`config.mk`:
```
export PLATFORM = sky130hd
export DESIGN_NAME = ep_irq_gen
export DESIGN_NICKNAME = d
export VERILOG_FILES = /design/src/rtl/ep_irq_pkg.sv /design/src/rtl/ep_irq_bus_fsm.sv /design/src/rtl/ep_irq_qual.sv /design/src/rtl/ep_irq_status.sv /design/src/rtl/ep_irq_gen.sv
export SDC_FILE = /design/constraint.sdc
export NUM_CORES = 1
export LEC_CHECK = 0
export BUFFER_PORTS_ARGS = -buffer_cell sky130_fd_sc_hd__buf_4
export CAP_MARGIN = 20
export CORE_MARGIN = 1.5
export CORE_UTILIZATION = 47
export CTS_CLUSTER_DIAMETER = 80
export DETAILED_ROUTE_END_ITERATION = 8
export GPL_ROUTABILITY_DRIVEN = 0
export GPL_TIMING_DRIVEN = 0
export HOLD_SLACK_MARGIN = 0.12
export PLACE_DENSITY = 0.78
export SLEW_MARGIN = 15
export SYNTH_ARGS = -nofsm -noshare
export SYNTH_HDL_FRONTEND = slang
export SYNTH_HIERARCHICAL = 1
export SYNTH_SLANG_ARGS = --single-unit
```
`constraint.sdc`:
```
create_clock -name clk -period 1.6 [get_ports clk]
set_input_delay 0.32 -clock clk [delete_from_list [all_inputs] [get_ports clk]]
set_output_delay 0.32 -clock clk [all_outputs]
set_load 0.005 [all_outputs]
```
`src/rtl/ep_irq_pkg.sv`:
```
`timescale 1ns/1ps
package ep_irq_pkg;
    typedef enum logic [0:0] {BUS_IDLE = 1'b0, BUS_ACCESS = 1'b1} bus_state_e;

    localparam logic [2:0] ADDR_ENABLE = 3'd0;
    localparam logic [2:0] ADDR_STATUS = 3'd1;
    localparam logic [2:0] ADDR_CLEAR  = 3'd2;
    localparam logic [2:0] ADDR_CTRL   = 3'd3;

    localparam int CTRL_W      = 3;
    localparam int CTRL_NAKOUT = 0;
    localparam int CTRL_NAKIN  = 1;
    localparam int CTRL_FRAME  = 2;
endpackage

```
`src/rtl/ep_irq_bus_fsm.sv`:
```
`timescale 1ns/1ps
module ep_irq_bus_fsm
    import ep_irq_pkg::*;
#(
    parameter int NUM_EP = 32,
    parameter int DATA_W = 32
) (
    input  logic              clk,
    input  logic              rst_n,
    input  logic              bus_req,
    input  logic              bus_we,
    input  logic [2:0]        bus_addr,
    input  logic [DATA_W-1:0] bus_wdata,
    input  logic [NUM_EP-1:0] status_i,
    output logic              bus_ack,
    output logic [DATA_W-1:0] bus_rdata,
    output logic [NUM_EP-1:0] enable_o,
    output logic [CTRL_W-1:0] ctrl_o,
    output logic [NUM_EP-1:0] clr_o
);
    bus_state_e        state_q, state_d;
    logic              cap_we_q;
    logic [2:0]        cap_addr_q;
    logic [DATA_W-1:0] cap_wdata_q;
    logic [NUM_EP-1:0] enable_q;
    logic [CTRL_W-1:0] ctrl_q;
    logic              en_we, ctrl_we;

    // state register
    always_ff @(posedge clk) begin
        if (!rst_n) state_q <= BUS_IDLE;
        else        state_q <= state_d;
    end

    // next state: IDLE_TO_ACCESS on request, ACCESS_TO_IDLE always
    always_comb begin
        state_d = state_q;
        unique case (state_q)
            BUS_IDLE:   if (bus_req) state_d = BUS_ACCESS;
            BUS_ACCESS: state_d = BUS_IDLE;
        endcase
    end

    // access capture, only while idle
    always_ff @(posedge clk) begin
        if (!rst_n) begin
            cap_we_q    <= 1'b0;
            cap_addr_q  <= '0;
            cap_wdata_q <= '0;
        end else if (state_q == BUS_IDLE && bus_req) begin
            cap_we_q    <= bus_we;
            cap_addr_q  <= bus_addr;
            cap_wdata_q <= bus_wdata;
        end
    end

    // outputs of the access state
    always_comb begin
        bus_ack   = 1'b0;
        bus_rdata = '0;
        clr_o     = '0;
        en_we     = 1'b0;
        ctrl_we   = 1'b0;
        unique case (state_q)
            BUS_IDLE: ;
            BUS_ACCESS: begin
                bus_ack = 1'b1;
                if (cap_we_q) begin
                    case (cap_addr_q)
                        ADDR_ENABLE: en_we   = 1'b1;
                        ADDR_CLEAR:  clr_o   = cap_wdata_q[NUM_EP-1:0];
                        ADDR_CTRL:   ctrl_we = 1'b1;
                        default: ;
                    endcase
                end else begin
                    case (cap_addr_q)
                        ADDR_ENABLE: bus_rdata = DATA_W'(enable_q);
                        ADDR_STATUS: bus_rdata = DATA_W'(status_i);
                        ADDR_CTRL:   bus_rdata = DATA_W'(ctrl_q);
                        default:     bus_rdata = '0;
                    endcase
                end
            end
        endcase
    end

    // configuration registers
    always_ff @(posedge clk) begin
        if (!rst_n) begin
            enable_q <= '0;
            ctrl_q   <= '0;
        end else begin
            if (en_we)   enable_q <= cap_wdata_q[NUM_EP-1:0];
            if (ctrl_we) ctrl_q   <= cap_wdata_q[CTRL_W-1:0];
        end
    end

    assign enable_o = enable_q;
    assign ctrl_o   = ctrl_q;

    // acknowledge lasts one cycle
    p_ack_single_r10: assert property (@(posedge clk) disable iff (!rst_n)
        bus_ack |=> !bus_ack);

    // no acknowledge without a request sampled one edge earlier
    p_ack_follows_req_r10: assert property (@(posedge clk) disable iff (!rst_n)
        (!$past(bus_req)) |-> !bus_ack);
endmodule

```
`src/rtl/ep_irq_qual.sv`:
```
`timescale 1ns/1ps
module ep_irq_qual #(
    parameter int NUM_EP = 32
) (
    input  logic [NUM_EP-1:0] pkt_rx,
    input  logic [NUM_EP-1:0] pkt_err,
    input  logic [NUM_EP-1:0] pkt_tx,
    input  logic [NUM_EP-1:0] nak_sent,
    input  logic [NUM_EP-1:0] ep_iso,
    input  logic              nak_out_en,
    input  logic              nak_in_en,
    output logic [NUM_EP-1:0] set_o
);
    for (genvar i = 0; i < NUM_EP; i++) begin : g_ep
        localparam bit IS_OUT = ((i % 2) == 0);
        logic data_evt, nak_evt;
        assign data_evt = IS_OUT ? (pkt_rx[i] & ~pkt_err[i]) : pkt_tx[i];
        assign nak_evt  = nak_sent[i] & (IS_OUT ? nak_out_en : nak_in_en);
        assign set_o[i] = ~ep_iso[i] & (data_evt | nak_evt);
    end
endmodule

```
`src/rtl/ep_irq_status.sv`:
```
`timescale 1ns/1ps
module ep_irq_status #(
    parameter int NUM_EP = 32
) (
    input  logic              clk,
    input  logic              rst_n,
    input  logic [NUM_EP-1:0] set_i,
    input  logic [NUM_EP-1:0] clr_i,
    input  logic [NUM_EP-1:0] enable_i,
    input  logic              frame_irq,
    input  logic              frame_en,
    output logic [NUM_EP-1:0] status_o,
    output logic              irq
);
    logic [NUM_EP-1:0] st_q;

    always_ff @(posedge clk) begin
        if (!rst_n) st_q <= '0;
        else        st_q <= (st_q & ~clr_i) | set_i;
    end

    assign status_o = st_q;
    assign irq      = (|(st_q & enable_i)) | (frame_irq & frame_en);

    // a set bit only drops when it was cleared
    p_sticky_r7: assert property (@(posedge clk) disable iff (!rst_n)
        (($past(st_q) & ~$past(clr_i) & ~st_q) == '0));

    // an event always leaves its bit set, even against a clear
    p_event_wins_r8: assert property (@(posedge clk) disable iff (!rst_n)
        (($past(set_i) & ~st_q) == '0));
endmodule

```
`src/rtl/ep_irq_gen.sv`:
```
`timescale 1ns/1ps
module ep_irq_gen
    import ep_irq_pkg::*;
#(
    parameter int NUM_EP = 32,
    parameter int DATA_W = 32
) (
    input  logic              clk,
    input  logic              rst_n,
    input  logic [NUM_EP-1:0] pkt_rx,
    input  logic [NUM_EP-1:0] pkt_err,
    input  logic [NUM_EP-1:0] pkt_tx,
    input  logic [NUM_EP-1:0] nak_sent,
    input  logic [NUM_EP-1:0] ep_iso,
    input  logic              frame_irq,
    input  logic              bus_req,
    input  logic              bus_we,
    input  logic [2:0]        bus_addr,
    input  logic [DATA_W-1:0] bus_wdata,
    output logic              bus_ack,
    output logic [DATA_W-1:0] bus_rdata,
    output logic              irq
);
    logic [NUM_EP-1:0] status_w, enable_w, clr_w, set_w;
    logic [CTRL_W-1:0] ctrl_w;

    ep_irq_bus_fsm #(.NUM_EP(NUM_EP), .DATA_W(DATA_W)) u_bus (
        .clk(clk), .rst_n(rst_n),
        .bus_req(bus_req), .bus_we(bus_we), .bus_addr(bus_addr), .bus_wdata(bus_wdata),
        .status_i(status_w),
        .bus_ack(bus_ack), .bus_rdata(bus_rdata),
        .enable_o(enable_w), .ctrl_o(ctrl_w), .clr_o(clr_w)
    );

    ep_irq_qual #(.NUM_EP(NUM_EP)) u_qual (
        .pkt_rx(pkt_rx), .pkt_err(pkt_err), .pkt_tx(pkt_tx),
        .nak_sent(nak_sent), .ep_iso(ep_iso),
        .nak_out_en(ctrl_w[CTRL_NAKOUT]), .nak_in_en(ctrl_w[CTRL_NAKIN]),
        .set_o(set_w)
    );

    ep_irq_status #(.NUM_EP(NUM_EP)) u_status (
        .clk(clk), .rst_n(rst_n),
        .set_i(set_w), .clr_i(clr_w), .enable_i(enable_w),
        .frame_irq(frame_irq), .frame_en(ctrl_w[CTRL_FRAME]),
        .status_o(status_w), .irq(irq)
    );

    // an isochronous endpoint never gains a status bit
    p_iso_quiet_r5: assert property (@(posedge clk) disable iff (!rst_n)
        ((status_w & ~$past(status_w) & $past(ep_iso)) == '0));

    // interrupt line low when nothing enabled is pending and frame path is off
    p_irq_quiet_r9: assert property (@(posedge clk) disable iff (!rst_n)
        (((status_w & enable_w) == '0) && !(frame_irq && ctrl_w[CTRL_FRAME])) |-> !irq);
endmodule

```
=== Yosys cells after proc, flatten, opt, wreduce, memory -nomap -nowiden ===
Index checks and enable logic that the tools add are counted.

* Flip-flop bits (word level): 104
* Word-level logic and storage cells: 195

* Equal/unequal tests: 3
* Muxes and demuxes: 15
* Bitwise gates (word level): 167
* Reductions and logical operators: 3

{| class="wikitable"
|+ Operators by type and width
! kind !! count
|-
| two-way mux 32 bit || 5
|-
| one-hot mux 32 bit (3 select lines) || 1
|-
| AND 1 bit || 81
|-
| AND 32 bit || 2
|-
| inverter 1 bit || 49
|-
| OR 1 bit || 33
|-
| inverter 32 bit || 1
|-
| OR 32 bit || 1
|-
| OR reduction 32 bit || 1
|-
| two-way mux 1 bit || 8
|-
| equality test 3 x 2 -> 1 bit (second input constant) || 2
|-
| equality test 3 x 1 -> 1 bit (second input constant) || 1
|-
| zero test 3 bit || 1
|-
| one-hot mux 1 bit (2 select lines) || 1
|-
| logical AND 1 bit || 1
|}

=== Longest topological paths before layout ===
Gate-level depths: netlist of the first run.

* Depth in word-level cells: 7
* Mapped depth: 7
* Depth with buffers taken out: 5

=== Cells and area by module ===
The synthesis of the first run kept the hierarchy.

{| class="wikitable"
|+ Modules (own cells, without submodules)
! module !! times used !! cells each !! area an instance (um^2)
|-
| ep_irq_bus_fsm || 1 || 431 || 3475.8
|-
| ep_irq_status || 1 || 121 || 1257.5
|-
| ep_irq_qual || 1 || 84 || 484.2
|}

=== Least setup slack after synthesis of the first run ===
Ideal clock, no wire load.

* Path kind: register to output
* Start: register u_bus.cap_addr_q[1]
* End: output bus_rdata[26]
* Arrival time: 1.134 ns
* Data required time: 1.280 ns
* Slack: 0.146 ns
* Cell stages (with the launch flop): 7
* Buffers on the path: 3
* Cells stage by stage: dfxtp_1 -> buf_2 -> nor3b_2 -> buf_4 -> buf_4 -> a22oi_1 -> nor2_1

* Word-level cells in the longest chain between the ends: 4
* Elaborated cells between the ends (all ways): 6

{| class="wikitable"
|+ Ends and longest elaborated chain
! what !! line !! text
|-
| start: declaration || ep_irq_bus_fsm.sv:23 || <nowiki>logic [2:0] cap_addr_q;</nowiki>
|-
| start signal: assignment || ep_irq_bus_fsm.sv:52 || <nowiki>cap_addr_q <= bus_addr;</nowiki>
|-
| equality test 3 x 2 -> 1 bit, or another cell as far along || ep_irq_bus_fsm.sv:76 || <nowiki>case (cap_addr_q)</nowiki>
|-
| one-hot mux 32 bit (3 select lines) * || ep_irq_bus_fsm.sv:76 ||
|-
| two-way mux 32 bit * || ep_irq_bus_fsm.sv:68 || <nowiki>if (cap_we_q) begin</nowiki>
|-
| two-way mux 32 bit * || ep_irq_bus_fsm.sv:64 || <nowiki>unique case (state_q)</nowiki>
|-
| end: declaration || ep_irq_gen.sv:21 || <nowiki>output logic [DATA_W-1:0] bus_rdata,</nowiki>
|}

Every way passes the cells marked *; elsewhere a longest branch is shown, timed or not.

=== Final worst setup path of the first run ===
* Start: register u_bus.cap_addr_q[1]
* End: output bus_rdata[23]

The elaborated chain is that of the path after synthesis.

==> results of run 1 <==
## what timing repair did
item                                    4_1_cts  5_1_grt
pin swaps                                     8       13
gates cloned                                  2        3
setup buffers                                 7        1
endpoints found under the setup margin       63       96
resized for setup                            55       25
## metrics by stage
stage / TNS [ns] / hold WS, ns
3_3_place_gp: -11.91 / 0.454
5_1_grt: -15.77 / 0.195
3_5_place_dp: -13.02 / 0.469
6_report: -13.36 / 0.201
2_1_floorplan: 0 / 0.438
4_1_cts: -13.39 / 0.194
## flip-flops by register name (all words and copies together) (netlist names)
signal             count
u_bus/cap_we_q         1
u_bus/ctrl_o           3
u_bus/state_q          1
u_bus/cap_addr_q       3
u_bus/cap_wdata_q     32
u_status/status_o     32
u_bus/enable_o        32
## per-layer routing
metal	global-route usage	routed length [um]	vias to the layer above
met4	0.129	514	0
met5	0	0	-
met1	0.346	6740	2486
met3	0.0470	1470	46
met2	0.497	8280	276
li1	-	-	2545
## cell usage after synthesis
cell type	count
nand2_1	155
dfxtp_1	104
nor2_1	52
a22oi_1	46
a21boi_0	36
mux2i_1	35
and2_1	33
nor2b_1	33
o21a_1	32
a21oi_1	20
nand2b_1	18
buf_2	17
clkbuf_1	15
a21oi_2	12
buf_6	6
buf_4	4
mux2_2	3
nand4_1	3
nand2_2	2
nand3_1	2
a222oi_1	1
a22oi_2	1
buf_12	1
nand3b_4	1
nor3_2	1
nor3_4	1
nor3b_2	1
nor4_1	1
## final timing paths
kind / slack, ns / from / to / cells after the start
setup reg to reg: 0.04 / u_bus/cap_addr_q[1] / u_status/status_o[14] / 7
setup / recovery: -0.46 / u_bus/cap_addr_q[1] / bus_rdata[23] / 7
hold / removal: 0.20 / bus_addr[0] / u_bus/cap_addr_q[0] / 3
hold reg to reg: 0.48 / u_bus/cap_wdata_q[6] / u_bus/enable_o[6] / 2
## power groups by stage
stage / Clock, mW / Combinational [mW] / Sequential [mW]
final: 1.77 / 0.926 / 2.80
after global routing: 1.88 / 0.995 / 2.81
after CTS: 1.77 / 0.862 / 2.79
after detailed placement: 0 / 0.774 / 2.84
after global placement: 0 / 0.751 / 2.84
after floorplan: 0 / 0.368 / 2.81
## cell families (layout without fill, tap and decap cells)
kind of cell    Yosys count  after routing
mux                      38             38
simple gates            303            303
compound gates          148            148
flops                   104            104
buf+inv                  43            255
## area by class of cell
| type | instances | area [um2] |
|---|---|---|
| clock inverters | 5 | 81.3 |
| clock buffers | 11 | 131 |
| multi-input cells | 489 | 3040 |
| fillers | 875 | 3420 |
| flip-flops and latches | 104 | 2090 |
| plain buffers | 41 | 318 |
| repair buffers | 198 | 1590 |
| well taps | 140 | 175 |
## critical path, delay by kind of cell (launching register included)
family / cells / cell delay, ns
and+or+nand+nor: 2 / 0.36
DFF: 1 / 0.38
AOI/OAI and AO/OA: 1 / 0.06
buffers and inverters: 4 / 0.57
==> results.ini, run 1 <==
[setup_path]
cp_slowest_cell = dfxtp_4
critPathRequiredTime_ns = 1.28
path_cells = buf_6, nor3_4, buf_6, buf_8, a22oi_2, nor2_2, buf_4
cpMostUsedCell = buf_6
worstPathMaxFanout = 5
setup.worst_path.start_class = flip-flop
crit_type = reg2out
critical_path_arrival_ns = 1.74
slowest_delay_ns = 0.38
worstSetupEndpointType = primary output

[sta]
setup_viol = 33
tightest_slew_ns = 0.601
finalHoldViolCount = 0
skew_ns = 0.00883
rsz0062_at_grt = true
finalCritPeriodShare = 1.29
fmax_mhz = 486
fin_ws_ns = -0.458
relSlewSlack = 0.600
period_minus_slack_ns = 2.06
drv_slew = 0

[global_routing]
grt_usage = 0.286
antenna_found_initial = 0
grt_pass1_vias = 5241
grt_start_max_net_pins = 17
overflow = 0
grt_pass1_wl_um = 25600

[logic_synthesis]
synth_area_leaders = dfxtp_1, nand2_1, mux2i_1
synth_compound_area_frac = 0.208
synthAdderAreaFrac = 0
ys_seq_area_frac = 0.399
synth_mux_area_frac = 0.0736
syn_area_um2 = 5220
ys_warn_count = 6
synth-xor-area-share = 0
synth_area_leader_cell = dfxtp_1
synth_top_family_by_area = simple AND/OR/NAND/NOR gates
ys_types = 28
synth_top_area_share = 0.399
syn_inst = 636
synth-seq-cells = 104
syn_avg_cell_area_um2 = 8.20
syn_nets = 836
synth_simple_gate_area_frac = 0.270

[routing]
remaining_drc_errors = 0
viasPerCell = 5.42
vias = 5353
drtIter0Drc = 318
firstDrtPassIters = 5
wl_per_cell_um = 17.2
postRouteAntennaNets = 0
drt_wl_total_um = 17000

[run_status]
violations = negative setup slack
run_status = complete, but fails checks

[die]
initial_core_util = 0.481
design.portCount = 234
die_w_um = 108
die_y_um = 108
core_um2 = 10800
fp-row-count = 38
dieArea_um2 = 11700

[final_layout]
area_growth_pct = 42.3
drive_gt1_frac = 0.356
finish.utilization = 0.685
most-common-layout-cells = buf_4, nand2_1, dfxtp_1
final_area_um2 = 7420
fin_cells = 988
diodes = 0
layout_commonest_cell = buf_4
nets = 1043

[worst_hold_path]
hold_class = in2reg

[cts]
cts_root_buffer = clkbuf_8
insertion_delay_ns = 0.37
path_clk_slew_ns = 0.10
cts_hold_buf = 0
numCtsBuffers = 9
cts_tree = built
cts.sink_count = 104
htreeDepth = 3
clockBufferDepth = 2

[power]
combPwrFrac = 0.169
vdd_drop_max_mv = 0.570
leakagePower_nw = 3.01
switchingPower_mw = 1.40
seqPwrFrac = 0.509
swShare = 0.254
p_clk_frac = 0.322
total_power_mw = 5.49
p_int_mw = 4.10
pwr_density_cell_nw_per_um2 = 740

[place]
place_area_um2 = 6780
io_buffers = 185
dp_cells = 961
dp_hpwl_um = 12100
preCtsSetupSlack_ns = -0.304

[run]
drv_cap = 0

Power figures use the tool's default switching activity.
==> run 2: changes to the inputs <==
CORE_UTILIZATION = 46   (was 47)
SYNTH_HIERARCHICAL = not set   (was 1)
==> run 2 against run 1 <==
  * The run still ends with negative setup slack left
  * Highest routed layer unchanged
  * Cell area shrank 1.1%
  * Final cell count shrank 2.5%
  * Register-to-register slack lost 0.17 ns
  * Via count grew 1.0%
  * Total power shrank 4.0%
==> results.ini, run 2 <==
[run_status]
run_status = complete, but fails checks  ; unchanged
violations = negative setup slack  ; unchanged

[logic_synthesis]
synth_area_leader_cell = dfxtp_1  ; unchanged
synth_top_area_share = 0.429  ; was 0.399
yosysMostFrequentCell = nand2_1  ; unchanged
yosys-top-cells-count = nand2_1, dfxtp_1, a21boi_0  ; was nand2_1, dfxtp_1, nor2_1
ys_seq_area_frac = 0.429  ; was 0.399
ys_warn_count = 0  ; was 6
syn_inst = 607  ; was 636
synth_area_leaders = dfxtp_1, nand2_1, a21boi_0  ; was dfxtp_1, nand2_1, mux2i_1
syn_nets = 807  ; was 836
synth-seq-cells = 104  ; unchanged
synthFlopType = dfxtp_1  ; unchanged
async_reset_ff_frac = 0  ; unchanged
syn_area_um2 = 4850  ; was 5220 um2
syn_avg_cell_area_um2 = 7.99  ; was 8.20 um2
ys_types = 27  ; was 28
synth_edf_count = 0  ; unchanged

[worst_hold_path]
hold_class = in2reg  ; unchanged
hold_path_depth = 3  ; unchanged
holdCritStartpoint = bus_addr[2]  ; was bus_addr[0]
worstHoldEndpoint = u_bus.cap_addr_q[2]  ; was u_bus/cap_addr_q[0]

[place]
place_area_um2 = 6400  ; was 6780 um2
dp_cells = 927  ; was 961
io_buffers = 184  ; was 185
dp_hpwl_um = 11700  ; was 12100 um
preCtsSetupSlack_ns = -0.402  ; was -0.304 ns

[setup_path]
reg2reg_depth = 7  ; unchanged
critical_path_arrival_ns = 1.86  ; was 1.74 ns
critPathRequiredTime_ns = 1.28  ; about the same
r2r-start = u_bus.cap_addr_q[0]  ; was u_bus/cap_addr_q[1]
path_cells = inv_4, a2111o_2, buf_6, nor2_4, buf_4  ; was buf_6, nor3_4, buf_6, buf_8, a22oi_2, nor2_2, buf_4
worstPathMaxFanout = 8  ; was 5
reg2reg_slack_ns = -0.13  ; was 0.04 ns
cp_slowest_cell = a2111o_2  ; was dfxtp_4
setup.worst_path.start_class = flip-flop  ; unchanged
worstSetupEndpointType = primary output  ; unchanged
slowest_delay_ns = 0.61  ; was 0.38 ns
timing.rr.end = u_bus.enable_o[9]  ; was u_status/status_o[14]
crit_type = reg2out  ; unchanged

[die]
dieArea_um2 = 11200  ; was 11700 um2
die_y_um = 106  ; was 108 um
fp-row-count = 37  ; was 38
initial_core_util = 0.472  ; was 0.481
core_um2 = 10300  ; was 10800 um2
design.portCount = 234  ; unchanged
die_w_um = 106  ; was 108 um

[sta]
period_minus_slack_ns = 2.18  ; was 2.06 ns
skew_ns = 0.0102  ; was 0.00883 ns
relSlewSlack = 0.633  ; was 0.600
tightest_slew_ns = 0.551  ; was 0.601 ns
setup_tns_ns = -18.81  ; was -13.36 ns
rsz0062_at_grt = true  ; unchanged
fin_ws_ns = -0.577  ; was -0.458 ns
finalCritPeriodShare = 1.36  ; was 1.29
finalHoldViolCount = 0  ; unchanged
drv_slew = 0  ; unchanged
setup_viol = 64  ; was 33
fmax_mhz = 459  ; was 486 MHz

[routing]
drt_wl_total_um = 17400  ; was 17000 um
drtIter0Drc = 401  ; was 318
remaining_drc_errors = 0  ; unchanged
viasPerCell = 5.62  ; was 5.42
vias = 5409  ; was 5353
wl_per_cell_um = 18.0  ; was 17.2 um
postRouteAntennaNets = 0  ; unchanged
firstDrtPassIters = 5  ; unchanged

[final_layout]
fin_cells = 963  ; was 988
nets = 1022  ; was 1043
most-common-layout-cells = buf_4, nand2_1, dfxtp_1  ; unchanged
area_growth_pct = 51.5  ; was 42.3%
multi_input_area_um2 = 2890  ; was 3040 um2
area.sequential_um2 = 2100  ; was 2090 um2
layout_commonest_cell = buf_4  ; unchanged
diodes = 0  ; unchanged
drive_gt1_frac = 0.387  ; was 0.356
final_area_um2 = 7340  ; was 7420 um2
fill_cells = 769  ; was 875

[power]
leakagePower_nw = 2.88  ; was 3.01 nW
vdd_drop_max_mv = 0.500  ; was 0.570 mV
p_int_mw = 3.79  ; was 4.10 mW
switchingPower_mw = 1.48  ; was 1.40 mW
p_clk_frac = 0.295  ; was 0.322
total_power_mw = 5.28  ; was 5.49 mW
combPwrFrac = 0.173  ; was 0.169
seqPwrFrac = 0.532  ; was 0.509
swShare = 0.281  ; was 0.254
pwr_density_cell_nw_per_um2 = 718  ; was 740 nW/um2

[global_routing]
antenna_found_initial = 0  ; unchanged
grt_pass1_vias = 5052  ; was 5241
grt_usage = 0.282  ; was 0.286
overflow = 0  ; unchanged
grt_start_max_net_pins = 19  ; was 17
grt_pass1_wl_um = 24800  ; was 25600 um

[cts]
cts_root_buffer = clkbuf_8  ; unchanged
insertion_delay_ns = 0.37  ; about the same
numCtsBuffers = 9  ; unchanged
cts.sink_count = 104  ; unchanged
path_clk_slew_ns = 0.10  ; about the same
cts_tree = built  ; unchanged
cts_hold_buf = 0  ; unchanged
clockBufferDepth = 2  ; unchanged
htreeDepth = 3  ; unchanged

[run]
drv_cap = 0  ; unchanged

## run 2: cell types whose count changed in the layout (fill, tap and decap cells not counted), moves of 6 or more
cell / delta
a21boi_0: +33
a21boi_1: +31
a21oi_1: +15
a21oi_2: -12
and2_1: -32
buf_4: -10
buf_6: +19
dfxtp_1: -6
dfxtp_2: +6
mux2i_1: -29
nor2_1: -22
nor2_4: +25
nor2b_1: -29
## run 2: worst max path at each step
stage	from	slack, ns	cells after the start	endpoint
floorplan	u_bus.cap_addr_q[1]	0.09	4	bus_rdata[10]
global route	u_bus.cap_addr_q[0]	-0.64	8	bus_rdata[7]
detailed placement	u_bus.ctrl_o[1]	-0.40	7	bus_rdata[1]
CTS	u_bus.cap_addr_q[0]	-0.55	5	bus_rdata[7]
global placement	u_bus.ctrl_o[1]	-0.38	7	bus_rdata[1]
finish	u_bus.cap_addr_q[0]	-0.58	5	bus_rdata[3]
## run 2: cell families (layout without fill, tap and decap cells)
| logic type | Yosys count | in the layout | share of synthesized area |
|---|---|---|---|
| mux | 6 | 6 | 0.0124 |
| buf+inv | 45 | 265 | 0.0421 |
| simple gates | 239 | 239 | 0.203 |
| flops | 104 | 104 | 0.429 |
| compound gates | 213 | 213 | 0.313 |
## run 2: worst max-delay path, delay by kind of cell, from the launching register on
kind | cells | cell delay [ns]
compound gates | 1 | 0.61
flops | 1 | 0.39
simple gates | 1 | 0.11
buf+inv | 3 | 0.37
## run 2: power groups by stage
stage / Sequential (mW) / Combinational [mW] / Clock (mW)
after detailed placement: 2.85 / 0.724 / 0
after floorplan: 2.81 / 0.334 / 0
final: 2.81 / 0.915 / 1.55
after global routing: 2.82 / 0.978 / 1.64
after CTS: 2.79 / 0.843 / 1.54
after global placement: 2.84 / 0.702 / 0
## run 2: what timing repair did
action / in CTS / in global routing
resized for setup: 80 / 101
buffers inserted: 15 / 4
cloned: 2 / 4
endpoints found under the setup margin: 79 / 108
pin swaps: 14 / 26
## run 2: metrics by stage
stage / hold slack [ns] / utilization
finish: 0.189 / 0.715
global route: 0.189 / 0.715
detailed placement: 0.461 / 0.623
CTS: 0.185 / 0.678
global placement: 0.454 / 0.623
floorplan: 0.441 / -
## run 2: final cells by class
| cell class | count | area share |
|---|---|---|
| buffer | 39 | 0.0417 |
| sequential | 104 | 0.286 |
| clock buffer | 9 | 0.0169 |
| multi-input combinational | 458 | 0.393 |
| tap | 136 | 0.0232 |
| timing repair buffer | 208 | 0.231 |
| clock inverter | 7 | 0.00716 |
| inverter | 2 | 0.00136 |
## run 2: routing by layer
layer / routed length [um] / global-route usage / part of all wire / up-vias
met5: 0 / 0 / 0 / -
met4: 683 / 0.134 / 0.039 / 0
met3: 1410 / 0.0495 / 0.081 / 53
met2: 8560 / 0.489 / 0.49 / 303
met1: 6710 / 0.337 / 0.39 / 2538
li1: - / - / - / 2515
==> run 3: changes to the inputs <==
ABC_AREA = 1   (was not set)
CORE_UTILIZATION = 47   (was 46)
==> run 3 against run 2 <==
  * The flow still finishes with violations (negative setup slack)
  * Clock-buffer cell count grew 2
  * Highest routed layer unchanged
  * Sequential share of layout area shrank 0.61 points
  * Largest cell class unchanged
  * Worst setup slack improved by 0.18 ns
  * Critical path depth unchanged
==> results.ini, run 3 <==
[final_layout]
most-common-layout-cells = nand2_1, buf_4, dfxtp_1  ; was buf_4, nand2_1, dfxtp_1
area_growth_pct = 45.0  ; was 51.5%
drive_gt1_frac = 0.322  ; was 0.387
layout_commonest_cell = nand2_1  ; was buf_4
fill_cells = 935  ; was 769
final_area_um2 = 7530  ; was 7340 um2
nets = 1229  ; was 1022
diodes = 0  ; unchanged

[global_routing]
antenna_found_initial = 0  ; unchanged
grt_pass1_wl_um = 25800  ; was 24800 um
grt_usage = 0.284  ; was 0.282
grt_start_max_net_pins = 17  ; was 19
grt_pass1_vias = 5344  ; was 5052
overflow = 0  ; unchanged

[cts]
htreeDepth = 3  ; unchanged
path_clk_slew_ns = 0.11  ; was 0.10 ns
cts.sink_count = 104  ; unchanged
clockBufferDepth = 2  ; unchanged
cts_hold_buf = 0  ; unchanged
cts_root_buffer = clkbuf_8  ; unchanged
insertion_delay_ns = 0.37  ; about the same
cts_tree = built  ; unchanged
numCtsBuffers = 9  ; unchanged

[setup_path]
reg2reg_depth = 6  ; was 7
crit_type = reg2out  ; unchanged
setup.worst_path.start_class = flip-flop  ; unchanged
worstPathMaxFanout = 7  ; was 8
reg2reg_slack_ns = 0.06  ; was -0.13 ns
critPathRequiredTime_ns = 1.28  ; about the same
worstSetupEndpointType = primary output  ; unchanged
timing.rr.end = u_status.status_o[27]  ; was u_bus.enable_o[9]
critical_path_arrival_ns = 1.68  ; was 1.86 ns
r2r-start = u_bus.cap_addr_q[2]  ; was u_bus.cap_addr_q[0]

[routing]
drt_wl_total_um = 17100  ; was 17400 um
firstDrtPassIters = 5  ; unchanged
postRouteAntennaNets = 0  ; unchanged
drtIter0Drc = 414  ; was 401
vias = 5999  ; was 5409
wl_per_cell_um = 14.6  ; was 18.0 um
remaining_drc_errors = 0  ; unchanged
viasPerCell = 5.11  ; was 5.62

[logic_synthesis]
synth-seq-cells = 104  ; unchanged
async_reset_ff_frac = 0  ; unchanged
yosys-top-cells-count = nand2_1, dfxtp_1, o21ai_0  ; was nand2_1, dfxtp_1, a21boi_0
yosysMostFrequentCell = nand2_1  ; unchanged
syn_avg_cell_area_um2 = 6.43  ; was 7.99 um2
syn_inst = 808  ; was 607
syn_area_um2 = 5190  ; was 4850 um2
syn_nets = 1008  ; was 807
synth_area_leader_cell = dfxtp_1  ; unchanged
ys_seq_area_frac = 0.401  ; was 0.429
synth_top_area_share = 0.401  ; was 0.429
ys_warn_count = 0  ; unchanged
ys_types = 20  ; was 27
synth_edf_count = 0  ; unchanged
synth_area_leaders = dfxtp_1, nand2_1, o21ai_0  ; was dfxtp_1, nand2_1, a21boi_0
synthFlopType = dfxtp_1  ; unchanged

[power]
swShare = 0.277  ; was 0.281
p_clk_frac = 0.296  ; was 0.295
combPwrFrac = 0.192  ; was 0.173
vdd_drop_max_mv = 0.521  ; was 0.500 mV
pwr_density_cell_nw_per_um2 = 735  ; was 718 nW/um2
p_int_mw = 4.01  ; was 3.79 mW
seqPwrFrac = 0.512  ; was 0.532
switchingPower_mw = 1.53  ; was 1.48 mW
leakagePower_nw = 3.69  ; was 2.88 nW

[die]
dieArea_um2 = 11700  ; was 11200 um2
initial_core_util = 0.481  ; was 0.472
core_um2 = 10800  ; was 10300 um2
die_y_um = 108  ; was 106 um
design.portCount = 234  ; unchanged
die_w_um = 108  ; was 106 um
fp-row-count = 38  ; was 37

[worst_hold_path]
hold_class = in2reg  ; unchanged
hold_path_depth = 4  ; was 3
holdCritStartpoint = ep_iso[18]  ; was bus_addr[2]
worstHoldEndpoint = u_status.status_o[18]  ; was u_bus.cap_addr_q[2]

[sta]
rsz0062_at_grt = true  ; unchanged
finalHoldViolCount = 0  ; unchanged
fin_ws_ns = -0.400  ; was -0.577 ns
fmax_mhz = 500  ; was 459 MHz
drv_slew = 0  ; unchanged
relSlewSlack = 0.580  ; was 0.633
tightest_slew_ns = 0.631  ; was 0.551 ns
setup_viol = 33  ; was 64
finalCritPeriodShare = 1.25  ; was 1.36
skew_ns = 0.0202  ; was 0.0102 ns
period_minus_slack_ns = 2.00  ; was 2.18 ns

[run]
drv_cap = 0  ; unchanged

[place]
dp_hpwl_um = 11600  ; was 11700 um
place_area_um2 = 6750  ; was 6400 um2
preCtsSetupSlack_ns = -0.143  ; was -0.402 ns
io_buffers = 184  ; unchanged

[run_status]
run_status = complete, but fails checks  ; unchanged
violations = negative setup slack  ; unchanged

## run 3: power groups by stage
stage                     registers (mW)  clock network, mW  logic [mW]
after floorplan                     2.85                  0       0.418
after global placement              2.87                  0       0.829
after detailed placement            2.88                  0       0.844
after CTS                           2.82               1.63       0.973
after global routing                2.85               1.74        1.15
final                               2.83               1.64        1.06
## run 3: cell families (layout without fill, tap and decap cells)
kind of cell / after synthesis / after routing / synth area share
buffers and inverters: 115 / 341 / 0.0985
AO/OA/AOI/OAI: 170 / 170 / 0.171
AND/OR/NAND/NOR: 419 / 419 / 0.329
flip-flops: 104 / 104 / 0.401
## run 3: worst max path at each step
| stage | startpoint | endpoint |
|---|---|---|
| floorplan | u_bus.state_q | bus_rdata[24] |
| global placement | u_bus.state_q | bus_rdata[7] |
| detailed placement | u_bus.state_q | bus_rdata[7] |
| CTS | u_bus.cap_addr_q[2] | bus_rdata[12] |
| global route | u_bus.cap_we_q | bus_rdata[17] |
| finish | u_bus.cap_we_q | bus_rdata[7] |
## run 3: routing by layer
metal,global-route usage,part of all wire
met5,0,0
met4,0.0996,0.021
met3,0.0500,0.090
met2,0.489,0.48
met1,0.358,0.41
## run 3: final cells by class
cell class              instances  area [um2]  area share
multi-input cells             589        2760       0.366
flip-flops and latches        104        2110       0.280
repair buffers                210        1690       0.225
plain buffers                  48         353      0.0468
inverters                      67         259      0.0344
well taps                     140         175      0.0232
clock buffers                  11         131      0.0174
clock inverters                 5        57.6     0.00764
## run 3: through the flow
stage          setup TNS, ns  total power, mW   util  cells  hold WS, ns
2_1_floorplan              0             3.27      -    808        0.453
3_3_place_gp           -3.49             3.70  0.626   1132        0.465
3_5_place_dp           -3.23             3.72  0.626   1132        0.468
4_1_cts                -9.10             5.42  0.672   1164        0.194
5_1_grt               -13.25             5.73  0.698   1174        0.204
6_report              -12.16             5.54  0.698   1174        0.187
## run 3: repair_timing
action | in CTS | in global routing
pin swaps | 4 | 40
setup buffers | 12 | 7
gates resized for setup | 53 | 70
setup endpoints to repair | 33 | 38
gates cloned | 4 | 3
## run 3: critical path, stage by stage, from the launching register on
cell	delay [ns]
dfxtp_4	0.37
nor4_4	0.33
buf_6	0.21
clkbuf_8	0.16
and2_1	0.13
buf_4	0.11
